===== src/rtl/upd_coh_pkg.sv =====
package upd_coh_pkg;
   typedef enum logic [1:0] {
      ST_EXC = 2'd0,
      ST_MOD = 2'd1,
      ST_SHC = 2'd2,
      ST_SHM = 2'd3
   } line_st_t;

   typedef enum logic [1:0] {
      CPU_NOP   = 2'd0,
      CPU_RD    = 2'd1,
      CPU_WR    = 2'd2,
      CPU_EVICT = 2'd3
   } cpu_op_t;

   typedef enum logic [1:0] {
      SNP_NONE = 2'd0,
      SNP_RD   = 2'd1,
      SNP_UPD  = 2'd2,
      SNP_RSVD = 2'd3
   } snp_op_t;

   function automatic logic st_dirty(line_st_t s);
      return (s == ST_MOD) || (s == ST_SHM);
   endfunction
endpackage


===== src/rtl/upd_coh_table.sv =====
module upd_coh_table
   import upd_coh_pkg::*;
#(
   parameter int LINES = 8,
   parameter int TAG_W = 9,
   localparam int IDX_W = $clog2(LINES)
) (
   input  logic             clk,
   input  logic             rst_n,
   input  logic [IDX_W-1:0] a_idx,
   output logic             a_vld,
   output logic [TAG_W-1:0] a_tag,
   output line_st_t         a_st,
   input  logic [IDX_W-1:0] b_idx,
   output logic             b_vld,
   output logic [TAG_W-1:0] b_tag,
   output line_st_t         b_st,
   input  logic             we,
   input  logic [IDX_W-1:0] w_idx,
   input  logic             w_vld,
   input  logic [TAG_W-1:0] w_tag,
   input  line_st_t         w_st
);
   typedef struct packed {
      logic             vld;
      logic [TAG_W-1:0] tag;
      line_st_t         st;
   } slot_t;

   slot_t slots [LINES];

   for (genvar e = 0; e < LINES; e++) begin : g_slot
      slot_t q;
      always_ff @(posedge clk or negedge rst_n) begin
         if (!rst_n)
            q <= '{vld: 1'b0, tag: '0, st: ST_EXC};
         else if (we && (w_idx == IDX_W'(e)))
            q <= '{vld: w_vld, tag: w_tag, st: w_st};
      end
      assign slots[e] = q;
   end

   assign a_vld = slots[a_idx].vld;
   assign a_tag = slots[a_idx].tag;
   assign a_st  = slots[a_idx].st;
   assign b_vld = slots[b_idx].vld;
   assign b_tag = slots[b_idx].tag;
   assign b_st  = slots[b_idx].st;
endmodule


===== src/rtl/upd_coh_decide.sv =====
module upd_coh_decide
   import upd_coh_pkg::*;
#(
   parameter int TAG_W = 9
) (
   input  cpu_op_t          cpu_op,
   input  logic [TAG_W-1:0] cpu_tag,
   input  logic             cs_vld,
   input  logic [TAG_W-1:0] cs_tag,
   input  line_st_t         cs_st,
   input  snp_op_t          snp_op,
   input  logic [TAG_W-1:0] snp_tag,
   input  logic             ss_vld,
   input  logic [TAG_W-1:0] ss_tag,
   input  line_st_t         ss_st,
   input  logic             shared_in,
   output logic             bus_rd,
   output logic             bus_upd,
   output logic             flush,
   output logic             wb,
   output logic             snp_hold,
   output logic             upd_we,
   output logic             tw_we,
   output logic             tw_from_snp,
   output logic             tw_vld,
   output line_st_t         tw_st
);
   logic cpu_hit, snp_hit, snp_act, victim_dirty;

   assign cpu_hit      = cs_vld && (cs_tag == cpu_tag);
   assign snp_hit      = ss_vld && (ss_tag == snp_tag);
   assign snp_act      = (snp_op == SNP_RD) || (snp_op == SNP_UPD);
   assign victim_dirty = cs_vld && st_dirty(cs_st);

   always_comb begin
      bus_rd      = 1'b0;
      bus_upd     = 1'b0;
      flush       = 1'b0;
      wb          = 1'b0;
      snp_hold    = 1'b0;
      upd_we      = 1'b0;
      tw_we       = 1'b0;
      tw_from_snp = 1'b0;
      tw_vld      = 1'b0;
      tw_st       = ST_EXC;
      if (snp_act) begin
         if (snp_hit) begin
            snp_hold    = 1'b1;
            tw_we       = 1'b1;
            tw_from_snp = 1'b1;
            tw_vld      = 1'b1;
            if (snp_op == SNP_RD) begin
               flush = st_dirty(ss_st);
               tw_st = st_dirty(ss_st) ? ST_SHM : ST_SHC;
            end else begin
               upd_we = 1'b1;
               tw_st  = ST_SHC;
            end
         end
      end else begin
         case (cpu_op)
            CPU_RD: begin
               if (!cpu_hit) begin
                  bus_rd = 1'b1;
                  wb     = victim_dirty;
                  tw_we  = 1'b1;
                  tw_vld = 1'b1;
                  tw_st  = shared_in ? ST_SHC : ST_EXC;
               end
            end
            CPU_WR: begin
               tw_we  = 1'b1;
               tw_vld = 1'b1;
               if (!cpu_hit) begin
                  bus_rd  = 1'b1;
                  bus_upd = 1'b1;
                  wb      = victim_dirty;
                  tw_st   = shared_in ? ST_SHM : ST_MOD;
               end else if ((cs_st == ST_SHC) || (cs_st == ST_SHM)) begin
                  bus_upd = 1'b1;
                  tw_st   = shared_in ? ST_SHM : ST_MOD;
               end else begin
                  tw_st = ST_MOD;
               end
            end
            CPU_EVICT: begin
               if (cpu_hit) begin
                  wb    = st_dirty(cs_st);
                  tw_we = 1'b1;
               end
            end
            default: ;
         endcase
      end
   end
endmodule


===== src/rtl/upd_coh_ctrl.sv =====
module upd_coh_ctrl
   import upd_coh_pkg::*;
#(
   parameter int LINES  = 8,
   parameter int ADDR_W = 12,
   parameter int WORDS  = 4,
   parameter int DATA_W = 32,
   localparam int WSEL_W = $clog2(WORDS)
) (
   input  logic              clk,
   input  logic              rst_n,
   input  logic [1:0]        cpu_op,
   input  logic [ADDR_W-1:0] cpu_addr,
   input  logic [WSEL_W-1:0] cpu_word,
   input  logic [DATA_W-1:0] cpu_wdata,
   input  logic [1:0]        snp_op,
   input  logic [ADDR_W-1:0] snp_addr,
   input  logic [WSEL_W-1:0] snp_word,
   input  logic [DATA_W-1:0] snp_data,
   input  logic              shared_in,
   output logic              bus_rd,
   output logic              bus_upd,
   output logic [ADDR_W-1:0] bus_addr,
   output logic [WSEL_W-1:0] bus_word,
   output logic [DATA_W-1:0] bus_data,
   output logic              flush,
   output logic              wb,
   output logic [ADDR_W-1:0] wb_addr,
   output logic              snp_hold,
   output logic              upd_we,
   output logic [WSEL_W-1:0] upd_word,
   output logic [DATA_W-1:0] upd_data
);
   localparam int IDX_W = $clog2(LINES);
   localparam int TAG_W = ADDR_W - IDX_W;

   initial begin
      assert (LINES >= 2 && (1 << IDX_W) == LINES)
         else $error("LINES must be a power of two, at least 2");
      assert (WORDS >= 2 && (1 << WSEL_W) == WORDS)
         else $error("WORDS must be a power of two, at least 2");
      assert (ADDR_W > IDX_W) else $error("ADDR_W must exceed the index width");
      assert (DATA_W > 0) else $error("DATA_W must be positive");
   end

   logic [IDX_W-1:0] cpu_idx, snp_idx, w_idx;
   logic [TAG_W-1:0] cpu_tag, snp_tag, w_tag, cs_tag, ss_tag;
   logic             cs_vld, ss_vld, tw_we, tw_from_snp, tw_vld;
   line_st_t         cs_st, ss_st, tw_st;

   assign cpu_idx = cpu_addr[IDX_W-1:0];
   assign cpu_tag = cpu_addr[ADDR_W-1:IDX_W];
   assign snp_idx = snp_addr[IDX_W-1:0];
   assign snp_tag = snp_addr[ADDR_W-1:IDX_W];
   assign w_idx   = tw_from_snp ? snp_idx : cpu_idx;
   assign w_tag   = tw_from_snp ? snp_tag : cpu_tag;

   upd_coh_table #(.LINES(LINES), .TAG_W(TAG_W)) u_table (
      .clk   (clk),
      .rst_n (rst_n),
      .a_idx (cpu_idx),
      .a_vld (cs_vld),
      .a_tag (cs_tag),
      .a_st  (cs_st),
      .b_idx (snp_idx),
      .b_vld (ss_vld),
      .b_tag (ss_tag),
      .b_st  (ss_st),
      .we    (tw_we),
      .w_idx (w_idx),
      .w_vld (tw_vld),
      .w_tag (w_tag),
      .w_st  (tw_st)
   );

   upd_coh_decide #(.TAG_W(TAG_W)) u_decide (
      .cpu_op      (cpu_op_t'(cpu_op)),
      .cpu_tag     (cpu_tag),
      .cs_vld      (cs_vld),
      .cs_tag      (cs_tag),
      .cs_st       (cs_st),
      .snp_op      (snp_op_t'(snp_op)),
      .snp_tag     (snp_tag),
      .ss_vld      (ss_vld),
      .ss_tag      (ss_tag),
      .ss_st       (ss_st),
      .shared_in   (shared_in),
      .bus_rd      (bus_rd),
      .bus_upd     (bus_upd),
      .flush       (flush),
      .wb          (wb),
      .snp_hold    (snp_hold),
      .upd_we      (upd_we),
      .tw_we       (tw_we),
      .tw_from_snp (tw_from_snp),
      .tw_vld      (tw_vld),
      .tw_st       (tw_st)
   );

   assign bus_addr = cpu_addr;
   assign bus_word = cpu_word;
   assign bus_data = cpu_wdata;
   assign wb_addr  = {cs_tag, cpu_idx};
   assign upd_word = snp_word;
   assign upd_data = snp_data;

   // ---------------- assertions ----------------
   logic past_ok;
   always_ff @(posedge clk or negedge rst_n) begin
      if (!rst_n) past_ok <= 1'b0;
      else        past_ok <= 1'b1;
   end

   // data is supplied only in answer to a snooped read of a held line
   a_r6_flush_on_snoop_read: assert property (@(posedge clk) disable iff (!rst_n)
      flush |-> (snp_op == 2'd1) && snp_hold);

   // local word patch happens only for a snooped update
   a_r7_patch_on_update: assert property (@(posedge clk) disable iff (!rst_n)
      upd_we |-> (snp_op == 2'd2));

   // a processor request coinciding with a snoop produces no bus traffic
   a_r10_cpu_quiet_under_snoop: assert property (@(posedge clk) disable iff (!rst_n)
      ((snp_op == 2'd1) || (snp_op == 2'd2)) |-> !(bus_rd || bus_upd || wb));

   // after a write that saw no sharers, the next write to the line is silent
   a_r4_no_rebroadcast: assert property (@(posedge clk) disable iff (!rst_n)
      (past_ok && cpu_op == 2'd2 && snp_op == 2'd0 && cpu_addr == $past(cpu_addr)
       && $past(cpu_op == 2'd2 && snp_op == 2'd0 && !shared_in)) |-> !bus_upd);

   // an evicted line is gone, so a repeated evict writes nothing back
   a_r8_evict_once: assert property (@(posedge clk) disable iff (!rst_n)
      (past_ok && cpu_op == 2'd3 && snp_op == 2'd0 && cpu_addr == $past(cpu_addr)
       && $past(cpu_op == 2'd3 && snp_op == 2'd0)) |-> !wb);
endmodule


===== config.mk =====
export PLATFORM = sky130hd
export DESIGN_NAME = upd_coh_ctrl
export DESIGN_NICKNAME = d
export VERILOG_FILES = /design/src/rtl/upd_coh_pkg.sv /design/src/rtl/upd_coh_table.sv /design/src/rtl/upd_coh_decide.sv /design/src/rtl/upd_coh_ctrl.sv
export SDC_FILE = /design/constraint.sdc
export NUM_CORES = 1
export LEC_CHECK = 0
export ABC_AREA = 1
export BUFFER_PORTS_ARGS = -buffer_cell sky130_fd_sc_hd__buf_2
export CORE_MARGIN = 10
export CORE_UTILIZATION = 49
export CTS_CLUSTER_DIAMETER = 200
export DETAILED_ROUTE_END_ITERATION = 7
export GPL_TIMING_DRIVEN = 0
export PLACE_DENSITY_LB_ADDON = 0.25
export RECOVER_POWER = 50
export SETUP_SLACK_MARGIN = 0.2
export SYNTH_ARGS = -nofsm -noshare
export SYNTH_HDL_FRONTEND = slang
export SYNTH_SLANG_ARGS = --single-unit

===== constraint.sdc =====
create_clock -name clk -period 2.2 [get_ports clk]
set_clock_uncertainty 0.15 [all_clocks]
set_input_delay 0.11 -clock clk [delete_from_list [all_inputs] [get_ports clk]]
set_output_delay 0.11 -clock clk [all_outputs]
set_load 0.005 [all_outputs]

==> flow_summary.json, run 1 <==
{
  "initial_core_util_pct": 49.8,
  "synthFlopType": "dfrtp_1",
  "drive_gt1_share_pct": 43.5,
  "final_nets": 1470,
  "final_area_um2": 10800,
  "crit_fanout": 6,
  "die-area_um2": 20700,
  "rsz0062_at_grt": "true",
  "leakagePower_nw": 5.75,
  "n_antenna_cell": 0,
  "ys_seq_area_share_pct": 32.0,
  "core_region_area_um2": 15100,
  "hold_viol": 0,
  "synth_fp_nets": 1265,
  "avgSynthCellArea_um2": 6.48,
  "outcome": "finished, violations left",
  "max_freq_ghz": 0.379,
  "crit_arrival_ns": 2.79,
  "via_per_inst": 5.76,
  "grt_max_degree": 54,
  "drc": 0,
  "h-tree-depth": 3,
  "setup_viol": 102,
  "synthTopCellsByArea": "dfrtp_1, nand2_1, nand3_1",
  "max_cap_violations": 0,
  "globalplace.congestion": 1.06,
  "min_path_type": "in -> reg",
  "period_share_pct": 120,
  "routed-via-count": 8970,
  "violations": "setup timing",
  "yosysWarnings": 0,
  "drv_slew": 0,
  "syn_to_final_growth_pct": 44.3,
  "reg_top3": "u_table.g_slot.q x96",
  "synth.distinct_cells": 29,
  "grt_pass1_wl_um": 45900,
  "ioPinCount": 197,
  "drt_wl_total_um": 32900,
  "path_clk_slew_ns": 0.07,
  "async_reset_ff_share_pct": 100,
  "synth_edf_count": 0,
  "clk_latency_ns": 0.36,
  "timing.setup.critical_path_class": "reg -> reg",
  "p_per_area_nw_per_um2": 649,
  "top_register": "u_table.g_slot.q",
  "antenna_found_initial": 0,
  "syn_inst": 1160,
  "drt_first_pass_iters": 6,
  "track_usage_pct": 28.9,
  "synth_top_area_cell": "dfrtp_1",
  "cts_tree": "yes",
  "synth_top_area_share_pct": 32.0,
  "worst_pin_slew_ns": 1.45,
  "root_buffer": "clkbuf_16",
  "dpl_cell_area_um2": 8670,
  "dp_hpwl_um": 22100,
  "period_needed_ns": 2.64,
  "vdd_ir_drop_max_uv": 514,
  "portBuffers": 123,
  "slew-limit-headroom_pct": 3.44,
  "drt_iter0_drc": 1115,
  "cts_buffers": 9,
  "start_kind": "register",
  "rows": 45,
  "grt_pass1_vias": 8089,
  "cts.sink_count": 96,
  "fin_ws_ns": -0.440,
  "critPathRequiredTime_ns": 2.35,
  "worstSetupEndpointType": "register",
  "chipWidth_um": 144,
  "grt_overflow_total": 0,
  "holdWs_ns": 0.142,
  "clock_path_buffers": 2,
  "fp.dieH_um": 144,
  "syn_area_um2": 7510,
  "largest_reg_flops": 96,
  "postRouteAntennaNets": 0,
  "wire_per_inst_um": 21.1,
  "synth-seq-cells": 96
}
[worst max-delay path: stages (launching register included)]
cell and delay [ns]:
dfrtp_1 0.39, inv_2 0.08, nand2_1 0.05, nand3_1 0.08
nand3_2 0.11, nand3b_1 0.17, nand2_1 0.09, nor2_2 0.15
nand3_4 0.13, nor2_8 0.21, nand2_2 0.09, nand2_4 0.09
nand2_4 0.08, nor2_4 0.22, buf_6 0.15, buf_6 0.13
nand3_1 0.11, nand2_1 0.08
[where the power goes]
part / switching, W / internal [W]
sequential: 0.000305 / 0.00216
combinational: 0.00165 / 0.00116
clock: 0.000762 / 0.00100
total: 0.00272 / 0.00432
[placed cells by master (no fill, tap or decap), types with 15 or more instances in the layout]
master and instances:
nand2_1 342, nand3_1 129, buf_4 117, nand2_2 100, dfrtp_1 96, nand3_2 86, inv_1 72, buf_2 65
clkbuf_1 63, inv_2 42, buf_6 41, clkbuf_4 22, nor2_1 21, nand2_4 20, nor2_4 15
[routing by layer]
layer | GRT usage, % | part of all wire (%)
met5 | 0 | 0
met4 | 15.2 | 6.4
met3 | 7.89 | 13
met2 | 45.7 | 45
met1 | 35.0 | 35
[path summary, 6_finish.rpt]
| check | startpoint | to | slack [ns] | depth (start not counted) |
|---|---|---|---|---|
| max reg2reg | u_table.g_slot[0].q[6] | u_table.g_slot[3].q[7] | -0.44 | 17 |
| min reg2reg | u_table.g_slot[0].q[3] | u_table.g_slot[0].q[3] | 0.33 | 2 |
| min in group asynchronous | rst_n | u_table.g_slot[7].q[6] | 0.49 | 2 |
| min | snp_addr[9] | u_table.g_slot[6].q[8] | 0.14 | 5 |
| max | u_table.g_slot[0].q[6] | u_table.g_slot[3].q[7] | -0.44 | 17 |
| max in group asynchronous | rst_n | u_table.g_slot[6].q[7] | 0.52 | 3 |
[cell type report]
class	count	area (um2)
sequential	96	2400
timing repair buffer	194	1270
multi-input combinational	801	4780
fill	1189	4250
tap	188	235
clock buffer	9	225
inverter	117	457
clock inverter	7	95.1
buffer	146	1370
[synthesized netlist by cell type, types with 9 or more instances]
cell type,instances
nand2_1,454
nand3_1,223
buf_4,113
inv_1,113
dfrtp_1,96
nor2_1,35
buf_2,23
o21ai_0,15
nand2_2,13
a21oi_1,10
o21ai_1,9
[stage by stage]
stage                     std cells  setup TNS, ns  util [%]  worst slack (ns)  power [W]
final                          1558         -34.19      71.8            -0.440    0.00704
after global placement         1471         -73.59      57.2            -0.678    0.00436
after CTS                      1519         -21.07      64.9            -0.256    0.00637
after global routing           1558         -43.86      71.8            -0.517    0.00738
after detailed placement       1472         -57.19      57.4            -0.682    0.00442
after floorplan                1160              0         -            0.0627    0.00375
[cell families after synthesis]
kind of cell	count (synthesis)	share of synthesized area, %
buffers and inverters	263	20.1
flip-flops	96	32.0
AO/OA/AOI/OAI	49	4.00
adder cells (fa/ha/maj)	6	0.999
AND/OR/NAND/NOR	746	42.9
[what timing repair did]
item,in CTS,in global routing
cloned,6,6
endpoints found under the setup margin,102,102
pin swaps,50,91
hold endpoints to repair,52,0
hold buffers,1,0
resized for setup,152,214
setup buffers,24,33
No activity file was read; power rests on OpenSTA's default activity.
==> run 2, diff against run 1 <==
--- a/config.mk
+++ b/config.mk
@@ -12,7 +12,7 @@
 export CTS_CLUSTER_DIAMETER = 200
 export DETAILED_ROUTE_END_ITERATION = 7
 export GPL_TIMING_DRIVEN = 0
-export PLACE_DENSITY_LB_ADDON = 0.25
+export PLACE_DENSITY = 0.78
 export RECOVER_POWER = 50
 export SETUP_SLACK_MARGIN = 0.2
 export SYNTH_ARGS = -nofsm -noshare
==> flow_summary.json, run 2 (same netlist as run 1, synthesis figures left out) <==
{
  "outcome": "finished, violations left",
  "violations": "setup timing",
  "dpl_cell_area_um2": 8670,
  "grt_pass1_vias": 8124,
  "start_kind": "register",
  "root_buffer": "clkbuf_16",
  "fin_ws_ns": -0.449,
  "clock_path_buffers": 2,
  "portBuffers": 123,
  "multi_input_comb_area_um2": 4610,
  "max_freq_ghz": 0.378,
  "fillers": 1210,
  "p_per_area_nw_per_um2": 628,
  "track_usage_pct": 28.5,
  "vdd_ir_drop_max_uv": 404,
  "routed-via-count": 8790,
  "final_area_um2": 10600,
  "rsz0062_at_grt": "true",
  "slew-limit-headroom_pct": 40.4,
  "clk_latency_ns": 0.36,
  "drc": 0,
  "p_clk_share_pct": 23.5,
  "cts.sink_count": 96,
  "initial_core_util_pct": 49.8,
  "drt_iter0_drc": 1034,
  "power.internal_w": 0.00402,
  "setup_viol": 102,
  "dp_hpwl_um": 22400,
  "timing.setup.critical_path_class": "reg -> reg",
  "crit_fanout": 5,
  "period_needed_ns": 2.65,
  "rows": 45,
  "reg_top3": "u_table.g_slot.q x96",
  "grt_max_degree": 67,
  "worst_pin_slew_ns": 0.894,
  "core_region_area_um2": 15100,
  "swShare_pct": 39.9,
  "max_cap_violations": 0,
  "path_clk_slew_ns": 0.07,
  "largest_reg_flops": 96,
  "n_antenna_cell": 0,
  "grt_pass1_wl_um": 45600,
  "cp_slowest_cell": "dfrtp_1",
  "regArea_um2": 2400,
  "pwr-share-comb_pct": 39.7,
  "critPathRequiredTime_ns": 2.30,
  "die-area_um2": 20700,
  "grt_overflow_total": 0,
  "worstSetupEndpointType": "register",
  "drt_wl_total_um": 32400,
  "most-common-layout-cells": "nand2_1, nand3_1, buf_4",
  "leakagePower_nw": 5.77,
  "top_register": "u_table.g_slot.q",
  "power_w": 0.00668,
  "postRouteAntennaNets": 0,
  "final_common_cell": "nand2_1",
  "min_path_type": "in -> reg",
  "hold_viol": 0,
  "drive_gt1_share_pct": 41.1,
  "period_share_pct": 120,
  "cts_buffers": 9,
  "drt_first_pass_iters": 6,
  "via_per_inst": 5.65,
  "globalplace.congestion": 1.02,
  "final_nets": 1470,
  "critPathMaxStageDelay_ns": 0.40,
  "antenna_found_initial": 0,
  "worst_path_most_repeated_cell": "nand2_4",
  "drv_slew": 0,
  "ioPinCount": 197,
  "wire_per_inst_um": 20.8,
  "crit_chain": "o211ai_1 -> nand3_2 -> nand3_2 -> nand2_2 -> nor2_4 -> nand2_4 -> nor2_8 -> buf_12 -> nand2_4 -> nand2_4 -> nand2_4 -> nor2_4 -> nand2_4 -> buf_6 -> nand2_2 -> nand2_2",
  "chipWidth_um": 144,
  "h-tree-depth": 3,
  "power_switching_w": 0.00267,
  "syn_to_final_growth_pct": 41.7,
  "fp.dieH_um": 144,
  "cts_tree": "yes",
  "seq_power_share_pct": 36.8,
  "crit_arrival_ns": 2.74
}
run 2: final cells by class:
type,instances,area share (%)
Clock buffer,10,2.24
Clock inverter,5,0.388
Tap cell,188,2.21
Sequential cell,96,22.6
Multi-Input combinational cell,801,43.3
Timing Repair Buffer,194,12.4
Inverter,117,4.31
Buffer,146,12.6
run 2: worst max-delay path, delay by kind of cell (launching register included):
kind / cells / cell delay [ns]
AOI/OAI and AO/OA: 1 / 0.28
buffers and inverters: 2 / 0.28
DFF: 1 / 0.40
and+or+nand+nor: 13 / 1.40
run 2: metrics by stage:
step	hold WS [ns]	TNS, ns	setup slack [ns]	util [%]	cells
floorplan	-0.336	0	0.0627	-	1160
global placement	0.241	-75.71	-0.658	57.2	1471
CTS	0.101	-33.70	-0.402	64.5	1521
detailed placement	-0.0626	-56.06	-0.650	57.4	1472
global route	0.131	-46.82	-0.533	70.6	1557
finish	0.132	-39.56	-0.449	70.6	1557
run 2: worst paths after layout:
check	start	to	slack (ns)	cells past startpoint
min reg2reg	u_table.g_slot[6].q[4]	u_table.g_slot[6].q[4]	0.32	2
max	u_table.g_slot[2].q[10]	u_table.g_slot[1].q[4]	-0.45	16
max in group asynchronous	rst_n	u_table.g_slot[4].q[0]	0.81	3
max reg2reg	u_table.g_slot[2].q[10]	u_table.g_slot[1].q[4]	-0.45	16
min in group asynchronous	rst_n	u_table.g_slot[3].q[10]	0.26	2
min	snp_addr[4]	u_table.g_slot[4].q[3]	0.13	5
run 2: layer usage:
layer | GRT usage [%] | share of wire [%] | up-vias
li1 | - | - | 3959
met1 | 36.1 | 37 | 4107
met2 | 45.5 | 46 | 615
met3 | 5.84 | 12 | 109
met4 | 13.3 | 4.4 | 0
met5 | 0 | 0 | -
run 2: timing repair:
| action | in CTS | in global routing |
|---|---|---|
| buffers inserted | 28 | 29 |
| gates resized for setup | 117 | 201 |
| setup endpoints to repair | 102 | 102 |
| endpoints found under the hold margin | 61 | 0 |
| hold buffers | 1 | 0 |
| pin swaps | 27 | 60 |
| gates cloned | 5 | 7 |
run 2: power groups by stage:
stage / logic (W) / registers [W] / clock network (W)
4_1_cts: 0.00217 / 0.00240 / 0.00156
5_1_grt: 0.00289 / 0.00249 / 0.00162
3_5_place_dp: 0.00201 / 0.00243 / 0
2_1_floorplan: 0.00140 / 0.00235 / 0
3_3_place_gp: 0.00198 / 0.00241 / 0
6_report: 0.00266 / 0.00246 / 0.00157
